[src/rtl/tlbi_pkg.sv]
package tlbi_pkg;

  typedef enum logic [1:0] {
    PG_4K  = 2'd0,
    PG_64K = 2'd1,
    PG_1M  = 2'd2,
    PG_16M = 2'd3
  } pg_size_e;

  localparam logic [11:0] OFF_CMD   = 12'h020;
  localparam logic [11:0] OFF_START = 12'h024;
  localparam logic [11:0] OFF_END   = 12'h028;
  localparam logic [11:0] OFF_SEL   = 12'h038;
  localparam logic [11:0] OFF_DONE  = 12'h12C;

  localparam int CMD_RANGE_BIT = 0;
  localparam int CMD_ALL_BIT   = 1;

  // number of 4 KB page-number bits hidden by a larger page
  function automatic int pg_low_bits(input logic [1:0] sz);
    case (sz)
      PG_4K:   return 0;
      PG_64K:  return 4;
      PG_1M:   return 8;
      default: return 12;
    endcase
  endfunction

endpackage

[src/rtl/tlbi_regs.sv]
module tlbi_regs
  import tlbi_pkg::*;
#(
  parameter int ADDR_W = 12,
  parameter int DATA_W = 32,
  parameter int VA_W   = 32,
  parameter int N_TGT  = 2
) (
  input  logic              clk,
  input  logic              rst,
  input  logic              reg_we,
  input  logic [ADDR_W-1:0] reg_addr,
  input  logic [DATA_W-1:0] reg_wdata,
  output logic [DATA_W-1:0] reg_rdata,
  input  logic              busy,
  input  logic              walk_done,
  output logic [VA_W-1:0]   start_q,
  output logic [VA_W-1:0]   end_q,
  output logic [N_TGT-1:0]  sel_q,
  output logic              done_q,
  output logic              range_go,
  output logic              full_go
);

  localparam logic [ADDR_W-1:0] A_CMD   = ADDR_W'(OFF_CMD);
  localparam logic [ADDR_W-1:0] A_START = ADDR_W'(OFF_START);
  localparam logic [ADDR_W-1:0] A_END   = ADDR_W'(OFF_END);
  localparam logic [ADDR_W-1:0] A_SEL   = ADDR_W'(OFF_SEL);
  localparam logic [ADDR_W-1:0] A_DONE  = ADDR_W'(OFF_DONE);

  logic cmd_wr;
  assign cmd_wr   = reg_we && (reg_addr == A_CMD) && !busy;
  assign full_go  = cmd_wr && reg_wdata[CMD_ALL_BIT];
  assign range_go = cmd_wr && reg_wdata[CMD_RANGE_BIT] && !reg_wdata[CMD_ALL_BIT];

  always_ff @(posedge clk) begin
    if (rst) begin
      start_q <= '0;
      end_q   <= '0;
      sel_q   <= '0;
      done_q  <= 1'b0;
    end else begin
      if (reg_we && reg_addr == A_START) start_q <= reg_wdata[VA_W-1:0];
      if (reg_we && reg_addr == A_END)   end_q   <= reg_wdata[VA_W-1:0];
      if (reg_we && reg_addr == A_SEL)   sel_q   <= reg_wdata[N_TGT-1:0];
      if (walk_done)                          done_q <= 1'b1;
      else if (reg_we && reg_addr == A_DONE)  done_q <= 1'b0;
    end
  end

  always_ff @(posedge clk) begin
    if (rst) begin
      reg_rdata <= '0;
    end else begin
      case (reg_addr)
        A_START: reg_rdata <= DATA_W'(start_q);
        A_END:   reg_rdata <= DATA_W'(end_q);
        A_SEL:   reg_rdata <= DATA_W'(sel_q);
        A_DONE:  reg_rdata <= DATA_W'(done_q);
        default: reg_rdata <= '0;
      endcase
    end
  end

endmodule

[src/rtl/tlbi_walker.sv]
module tlbi_walker #(
  parameter int ENTRIES = 16,
  parameter int VPN_W   = 20,
  parameter int N_TGT   = 2,
  localparam int IDX_W  = $clog2(ENTRIES)
) (
  input  logic             clk,
  input  logic             rst,
  input  logic             range_go,
  input  logic [VPN_W-1:0] start_vpn,
  input  logic [VPN_W-1:0] end_vpn,
  input  logic [N_TGT-1:0] sel,
  output logic             busy,
  output logic [IDX_W-1:0] idx,
  output logic [VPN_W-1:0] s_vpn,
  output logic [VPN_W-1:0] e_vpn,
  output logic [N_TGT-1:0] act_sel,
  output logic             walk_done
);

  localparam logic [IDX_W-1:0] LAST = IDX_W'(ENTRIES - 1);

  assign walk_done = busy && (idx == LAST);

  always_ff @(posedge clk) begin
    if (rst) begin
      busy    <= 1'b0;
      idx     <= '0;
      s_vpn   <= '0;
      e_vpn   <= '0;
      act_sel <= '0;
    end else if (range_go) begin
      busy    <= 1'b1;
      idx     <= '0;
      s_vpn   <= start_vpn;
      e_vpn   <= end_vpn;
      act_sel <= sel;
    end else if (busy) begin
      if (idx == LAST) busy <= 1'b0;
      else             idx  <= idx + 1'b1;
    end
  end

endmodule

[src/rtl/tlbi_tag_bank.sv]
module tlbi_tag_bank
  import tlbi_pkg::*;
#(
  parameter int ENTRIES = 16,
  parameter int VPN_W   = 20,
  localparam int IDX_W  = $clog2(ENTRIES)
) (
  input  logic               clk,
  input  logic               rst,
  input  logic               clear_all,
  input  logic               walk_en,
  input  logic [IDX_W-1:0]   walk_idx,
  input  logic [VPN_W-1:0]   s_vpn,
  input  logic [VPN_W-1:0]   e_vpn,
  input  logic               fill_en,
  input  logic [IDX_W-1:0]   fill_idx,
  input  logic [VPN_W-1:0]   fill_vpn,
  input  logic [1:0]         fill_size,
  input  logic               lk_en,
  input  logic [VPN_W-1:0]   lk_vpn,
  output logic               lk_hit_q,
  output logic [ENTRIES-1:0] valid_q
);

  logic [VPN_W-1:0] tag_q  [ENTRIES];
  logic [1:0]       size_q [ENTRIES];

  function automatic logic [VPN_W-1:0] low_mask(input logic [1:0] sz);
    logic [VPN_W-1:0] one;
    one = 1;
    return (one << pg_low_bits(sz)) - one;
  endfunction

  // storage has no reset so it can map onto distributed RAM
  always_ff @(posedge clk) begin
    if (fill_en) begin
      tag_q[fill_idx]  <= fill_vpn;
      size_q[fill_idx] <= fill_size;
    end
  end

  logic [VPN_W-1:0] w_mask, w_base, w_last;
  logic             w_hit;
  always_comb begin
    w_mask = low_mask(size_q[walk_idx]);
    w_base = tag_q[walk_idx] & ~w_mask;
    w_last = tag_q[walk_idx] | w_mask;
    w_hit  = valid_q[walk_idx] && (w_base <= e_vpn) && (w_last >= s_vpn);
  end

  always_ff @(posedge clk) begin
    if (rst) begin
      valid_q <= '0;
    end else begin
      if (clear_all)             valid_q <= '0;
      else if (walk_en && w_hit) valid_q[walk_idx] <= 1'b0;
      if (fill_en)               valid_q[fill_idx] <= 1'b1;
    end
  end

  logic [ENTRIES-1:0] lk_match;
  for (genvar e = 0; e < ENTRIES; e++) begin : g_match
    logic [VPN_W-1:0] m;
    assign m = low_mask(size_q[e]);
    assign lk_match[e] = valid_q[e] && ((lk_vpn & ~m) == (tag_q[e] & ~m));
  end

  always_ff @(posedge clk) begin
    if (rst) lk_hit_q <= 1'b0;
    else     lk_hit_q <= lk_en && (|lk_match);
  end

endmodule

[src/rtl/tlbi_inval_unit.sv]
module tlbi_inval_unit #(
  parameter int ENTRIES    = 16,
  parameter int N_TGT      = 2,
  parameter int VA_W       = 32,
  parameter int PAGE_SHIFT = 12,
  parameter int ADDR_W     = 12,
  parameter int DATA_W     = 32,
  localparam int IDX_W     = $clog2(ENTRIES),
  localparam int VPN_W     = VA_W - PAGE_SHIFT,
  localparam int TGT_W     = (N_TGT > 1) ? $clog2(N_TGT) : 1
) (
  input  logic              clk,
  input  logic              rst,
  input  logic              reg_we,
  input  logic [ADDR_W-1:0] reg_addr,
  input  logic [DATA_W-1:0] reg_wdata,
  output logic [DATA_W-1:0] reg_rdata,
  input  logic              fill_en,
  input  logic [TGT_W-1:0]  fill_tgt,
  input  logic [IDX_W-1:0]  fill_idx,
  input  logic [VPN_W-1:0]  fill_vpn,
  input  logic [1:0]        fill_size,
  input  logic [TGT_W-1:0]  lk_tgt,
  input  logic [VA_W-1:0]   lk_va,
  output logic              lk_hit
);

  logic [VA_W-1:0]  start_q, end_q;
  logic [N_TGT-1:0] sel_q, act_sel;
  logic             done_q, range_go, full_go;
  logic             walk_busy, walk_done;
  logic [IDX_W-1:0] walk_idx;
  logic [VPN_W-1:0] s_vpn, e_vpn;
  logic [N_TGT-1:0][ENTRIES-1:0] valid_all;
  logic [N_TGT-1:0] bank_hit;

  logic unused_lk_low;
  assign unused_lk_low = ^lk_va[PAGE_SHIFT-1:0];

  tlbi_regs #(
    .ADDR_W(ADDR_W), .DATA_W(DATA_W), .VA_W(VA_W), .N_TGT(N_TGT)
  ) u_regs (
    .clk(clk), .rst(rst),
    .reg_we(reg_we), .reg_addr(reg_addr), .reg_wdata(reg_wdata),
    .reg_rdata(reg_rdata),
    .busy(walk_busy), .walk_done(walk_done),
    .start_q(start_q), .end_q(end_q), .sel_q(sel_q), .done_q(done_q),
    .range_go(range_go), .full_go(full_go)
  );

  tlbi_walker #(
    .ENTRIES(ENTRIES), .VPN_W(VPN_W), .N_TGT(N_TGT)
  ) u_walk (
    .clk(clk), .rst(rst),
    .range_go(range_go),
    .start_vpn(start_q[VA_W-1:PAGE_SHIFT]),
    .end_vpn(end_q[VA_W-1:PAGE_SHIFT]),
    .sel(sel_q),
    .busy(walk_busy), .idx(walk_idx),
    .s_vpn(s_vpn), .e_vpn(e_vpn), .act_sel(act_sel),
    .walk_done(walk_done)
  );

  for (genvar t = 0; t < N_TGT; t++) begin : g_bank
    tlbi_tag_bank #(
      .ENTRIES(ENTRIES), .VPN_W(VPN_W)
    ) u_bank (
      .clk(clk), .rst(rst),
      .clear_all(full_go && sel_q[t]),
      .walk_en(walk_busy && act_sel[t]),
      .walk_idx(walk_idx),
      .s_vpn(s_vpn), .e_vpn(e_vpn),
      .fill_en(fill_en && (fill_tgt == TGT_W'(t))),
      .fill_idx(fill_idx), .fill_vpn(fill_vpn), .fill_size(fill_size),
      .lk_en(lk_tgt == TGT_W'(t)),
      .lk_vpn(lk_va[VA_W-1:PAGE_SHIFT]),
      .lk_hit_q(bank_hit[t]),
      .valid_q(valid_all[t])
    );
  end

  assign lk_hit = |bank_hit;

endmodule

[config.mk]
export PLATFORM = sky130hd
export DESIGN_NAME = tlbi_inval_unit
export DESIGN_NICKNAME = d
export VERILOG_FILES = /design/src/rtl/tlbi_pkg.sv /design/src/rtl/tlbi_regs.sv /design/src/rtl/tlbi_walker.sv /design/src/rtl/tlbi_tag_bank.sv /design/src/rtl/tlbi_inval_unit.sv
export SDC_FILE = /design/constraint.sdc
export NUM_CORES = 1
export LEC_CHECK = 0
export BUFFER_PORTS_ARGS = -buffer_cell sky130_fd_sc_hd__buf_2
export CORE_ASPECT_RATIO = 1.25
export CORE_MARGIN = 8
export CORE_UTILIZATION = 27
export CTS_CLUSTER_SIZE = 14
export DETAILED_ROUTE_END_ITERATION = 10
export GPL_TIMING_DRIVEN = 0
export SYNTH_ARGS = -nofsm -noshare
export SYNTH_HDL_FRONTEND = slang
export SYNTH_SLANG_ARGS = --single-unit
[constraint.sdc]
create_clock -name clk -period 4.06 [get_ports clk]
set_input_delay 0.203 -clock clk [delete_from_list [all_inputs] [get_ports clk]]
set_output_delay 0.203 -clock clk [all_outputs]
set_load 0.05 [all_outputs]
==> out/qor.txt <==
=====================================================================================
IR Drop Worst-Case VDD                                                     0.000285 V
Critical Path Start Type                                                         flop
Largest net degree at the start of global routing                                  33
Number of optimization iterations in the first detailed-route pass                  9
CORE AREA                                                                 163,000 µm²
Worst-skew pair later-pin latency                                             0.74 ns
Clock tree sinks                                                                  888
Hold Fails Final Rpt                                                                0
Normalized max-slew margin                                                    -0.0458
Tightest Pin Transition                                                       1.55 ns
Final Slew Violations                                                               5
Placement Rows                                                                    166
Cell with the most instances after synthesis                             sky130_fd_sc_hd__edfxtp_1
Net count after synthesis                                                       3,378
Post-synth top area cell                                                 sky130_fd_sc_hd__edfxtp_1
Multi-input gate area                                                      18,700 µm²
Routability congestion estimate from global placement                           0.961
Post-synth design cell area                                                44,200 µm²
Data required time of the worst path                                          4.69 ns
All-layer global routing usage                                                  0.178
# port buffers                                                                    106
Cell variety after synth                                                           61
Die Area                                                                  177,000 µm²
Top Ports                                                                         141
Time the final worst path needs with I/O delays and setup                     4.31 ns
Initial Utilization                                                             0.271
Clock Tree Root                                                          sky130_fd_sc_hd__clkbuf_16
Most area-consuming cells after synthesis                                sky130_fd_sc_hd__edfxtp_1 (48%), sky130_fd_sc_hd__mux4_2 (11%), sky130_fd_sc_hd__dfxtp_1 (8.3%)
Count of final setup violators                                                     32
Setup Slack @ Placement                                                      -2.44 ns
Vertical extent of the die                                                     468 µm
Max-capacitance violation count                                                     6
Routed via count divided by cell count                                           5.19
Share of synthesized area occupied by flip-flops and latches                    0.562
Clock tree from TritonCTS                                                        done
Total congestion overflow                                                           0
Async S/R FF share, synth                                                           0
Total number of vias                                                           29,900
Path class of the lowest-slack min-delay path                               in -> reg
Fraction of post-synthesis cell area in the top cell type by area               0.478
Top post-synthesis cells by count                                        sky130_fd_sc_hd__edfxtp_1 (704), sky130_fd_sc_hd__xor2_1 (402), sky130_fd_sc_hd__nand2_1 (280)
Setup Crit Path Kind                                                       reg -> reg
First-pass GRT wire length                                                 225,000 µm
Sum Neg Setup Slack                                                          -6.07 ns
Count of yosys warnings during synthesis                                            0
Placed wire-length estimate                                                120,000 µm
Arrival time at the worst endpoint                                            4.94 ns
Most used flip-flop cell after synthesis                                 sky130_fd_sc_hd__edfxtp_1
Clock Skew                                                                  0.0452 ns
Sequential cell area in the final layout                                   24,800 µm²
Number of buffers created by CTS                                                   89
Max Fclk                                                                    0.232 GHz
DP Cell Count                                                                   5,491
Finished Core Util                                                              0.323
CP Capture Type                                                                  flop
Post-synth EDFFs                                                                  704
Flip-flop and latch count after synthesis                                         888
Failing checks                                                           max-capacitance violations, max-slew violations, negative setup slack
# fillers                                                                      16,200
Final nets                                                                      3,688
Final antenna-violating net count                                                   0
Non-filler cells, final                                                         5,756
DRC                                                                                 0
Largest fanout on the critical path                                                10
Post-synthesis average cell area                                             13.9 µm²
Count of routing violations after the opening detailed-route iteration          3,161
Setup repair after global routing missed its margin                               yes
Maximum buffer depth of the clock tree                                              3
Power per cell area                                                        372 nW/µm²
Hold path start                                                          fill_vpn[10]
Final routed wirelength across all metal layers                            163,000 µm
Average wire per cell in the routed design                                    28.3 µm
Total power                                                                   19.6 mW
Clock transition at the registers of the reported paths                       0.07 ns
Leakage power                                                                 16.9 nW
Width of the die                                                               378 µm
Setup slack after layout                                                    -0.250 ns
Antenna violations before repair                                                   21
Area growth from synthesis to final layout                                      19.1%
Fraction of final layout cells with drive strength greater than 1               0.226
Synthesized instance count                                                      3,186
Via count of the first global-routing pass                                     30,200
Maximum level of the CTS H-tree                                                     3
Result of the run                                                        finished with violations
Tcrit/Tclk final                                                                 1.06
=====================================================================================
[layout make-up]
type                            instances  share of cell area
Clock inverter                         53              0.0108
Sequential cell                       888               0.472
Antenna cell                            5            0.000238
Buffer                                194              0.0261
Tap cell                             2184              0.0519
Inverter                               69             0.00492
Multi-Input combinational cell       2033               0.355
Clock buffer                          109              0.0453
Timing Repair Buffer                  221              0.0339
[power by group]
part           switching (mW)  internal (mW)
registers              0.0632           9.90
clock network            3.76           4.73
logic                   0.760          0.361
total                    4.58           15.0
[cell usage in the layout (no fill, tap or decap), types with 9 or more instances in the layout]
cell and n:
sky130_fd_sc_hd__mux4_2 235, sky130_fd_sc_hd__nor2_1 68, sky130_fd_sc_hd__and3_1 25, sky130_fd_sc_hd__clkinv_2 14, sky130_fd_sc_hd__nor4_2 10, sky130_fd_sc_hd__a221oi_2 19, sky130_fd_sc_hd__nand3_1 17, sky130_fd_sc_hd__nand2b_1 10
sky130_fd_sc_hd__clkbuf_16 92, sky130_fd_sc_hd__buf_2 196, sky130_fd_sc_hd__buf_12 19, sky130_fd_sc_hd__nor3_1 61, sky130_fd_sc_hd__inv_2 11, sky130_fd_sc_hd__clkinv_1 16, sky130_fd_sc_hd__xnor2_1 241, sky130_fd_sc_hd__or2_1 16
sky130_fd_sc_hd__a21oi_1 190, sky130_fd_sc_hd__buf_6 22, sky130_fd_sc_hd__a21oi_2 9, sky130_fd_sc_hd__buf_16 10, sky130_fd_sc_hd__edfxtp_1 704, sky130_fd_sc_hd__nor2b_1 15, sky130_fd_sc_hd__nor4_1 85, sky130_fd_sc_hd__buf_4 52
sky130_fd_sc_hd__a21o_1 26, sky130_fd_sc_hd__ha_4 15, sky130_fd_sc_hd__clkbuf_1 63, sky130_fd_sc_hd__nand2_1 279, sky130_fd_sc_hd__a41o_1 28, sky130_fd_sc_hd__inv_1 56, sky130_fd_sc_hd__dfxtp_1 182, sky130_fd_sc_hd__and2_1 15
sky130_fd_sc_hd__clkbuf_8 10, sky130_fd_sc_hd__ha_1 69, sky130_fd_sc_hd__a22oi_1 30, sky130_fd_sc_hd__xor2_1 402, sky130_fd_sc_hd__dlygate4sd3_1 44, sky130_fd_sc_hd__nand4_1 56
[through the flow]
| step | hold slack (ns) | area (µm²) |
|---|---|---|
| floorplan | 0.281 | 44200 |
| global placement | 0.438 | 47500 |
| detailed placement | 0.444 | 47800 |
| CTS | 0.00321 | 52300 |
| global route | 0.0479 | 52600 |
| finish | 0.0234 | 52600 |
[worst max-delay path, stage by stage (launching register included)]
cell                       delay (ns)
sky130_fd_sc_hd__dfxtp_2         0.33
sky130_fd_sc_hd__buf_6           0.14
sky130_fd_sc_hd__buf_12          0.13
sky130_fd_sc_hd__buf_16          0.15
sky130_fd_sc_hd__buf_16          0.17
sky130_fd_sc_hd__buf_12          0.14
sky130_fd_sc_hd__buf_4           0.12
sky130_fd_sc_hd__mux4_2          0.58
sky130_fd_sc_hd__mux4_2          0.52
sky130_fd_sc_hd__ha_4            0.23
sky130_fd_sc_hd__a21o_1          0.17
sky130_fd_sc_hd__a21o_1          0.17
sky130_fd_sc_hd__a221o_1         0.44
sky130_fd_sc_hd__o31ai_4         0.39
sky130_fd_sc_hd__nor2_4          0.09
sky130_fd_sc_hd__buf_12          0.16
sky130_fd_sc_hd__a221oi_1        0.24
[state kept, by name (all words and copies together) (netlist names), named ones only]
register,flops
g_bank.u_bank.lk_hit_q,2
g_bank.u_bank.size_q,64
g_bank.u_bank.tag_q,640
g_bank.u_bank.valid_q,32
u_regs.done_q,1
u_regs.end_q,32
u_regs.reg_rdata,32
u_regs.sel_q,2
u_regs.start_q,32
u_walk.act_sel,2
u_walk.busy,1
u_walk.e_vpn,20
u_walk.idx,4
u_walk.s_vpn,20
[cells by family (layout without fill, tap and decap cells)]
family                     Yosys count  count (layout)  synth area share
DFF                                888             888             0.562
and+or+nand+nor                    703             703            0.0782
xor gates and xnor gates           643             643             0.127
AOI/OAI and AO/OA                  354             354            0.0515
buffers and inverters              265             646            0.0300
muxes                              249             249             0.127
adders and majority gates           84              84            0.0238
other                                0               5                 0
[final timing paths]
path | end | slack (ns) | depth (start not counted)
max | g_bank[1].u_bank.valid_q[7]$_SDFF_PP0_ | -0.25 | 16
min | g_bank[0].u_bank.tag_q[3][10]$_DFFE_PP_ | 0.02 | 1
max reg2reg | g_bank[1].u_bank.valid_q[7]$_SDFF_PP0_ | -0.25 | 16
min reg2reg | u_walk.s_vpn[17]$_SDFFE_PP0P_ | 0.45 | 2
[layer usage]
metal,vias to the layer above,track usage,share of wire
li1,12600,-,-
met1,15200,0.204,0.36
met2,1595,0.296,0.47
met3,446,0.0395,0.086
met4,22,0.120,0.079
met5,-,0,0.00090
[timing repair]
| action | CTS | global route |
|---|---|---|
| hold buffers | 44 | 0 |
| hold endpoints to repair | 162 | 0 |
| pin swaps | 43 | 25 |
| gates cloned | 3 | 1 |
| setup buffers | 39 | 12 |
| endpoints found under the setup margin | 32 | 32 |
| resized for setup | 177 | 44 |
No activity file was read; power rests on OpenSTA's default activity.
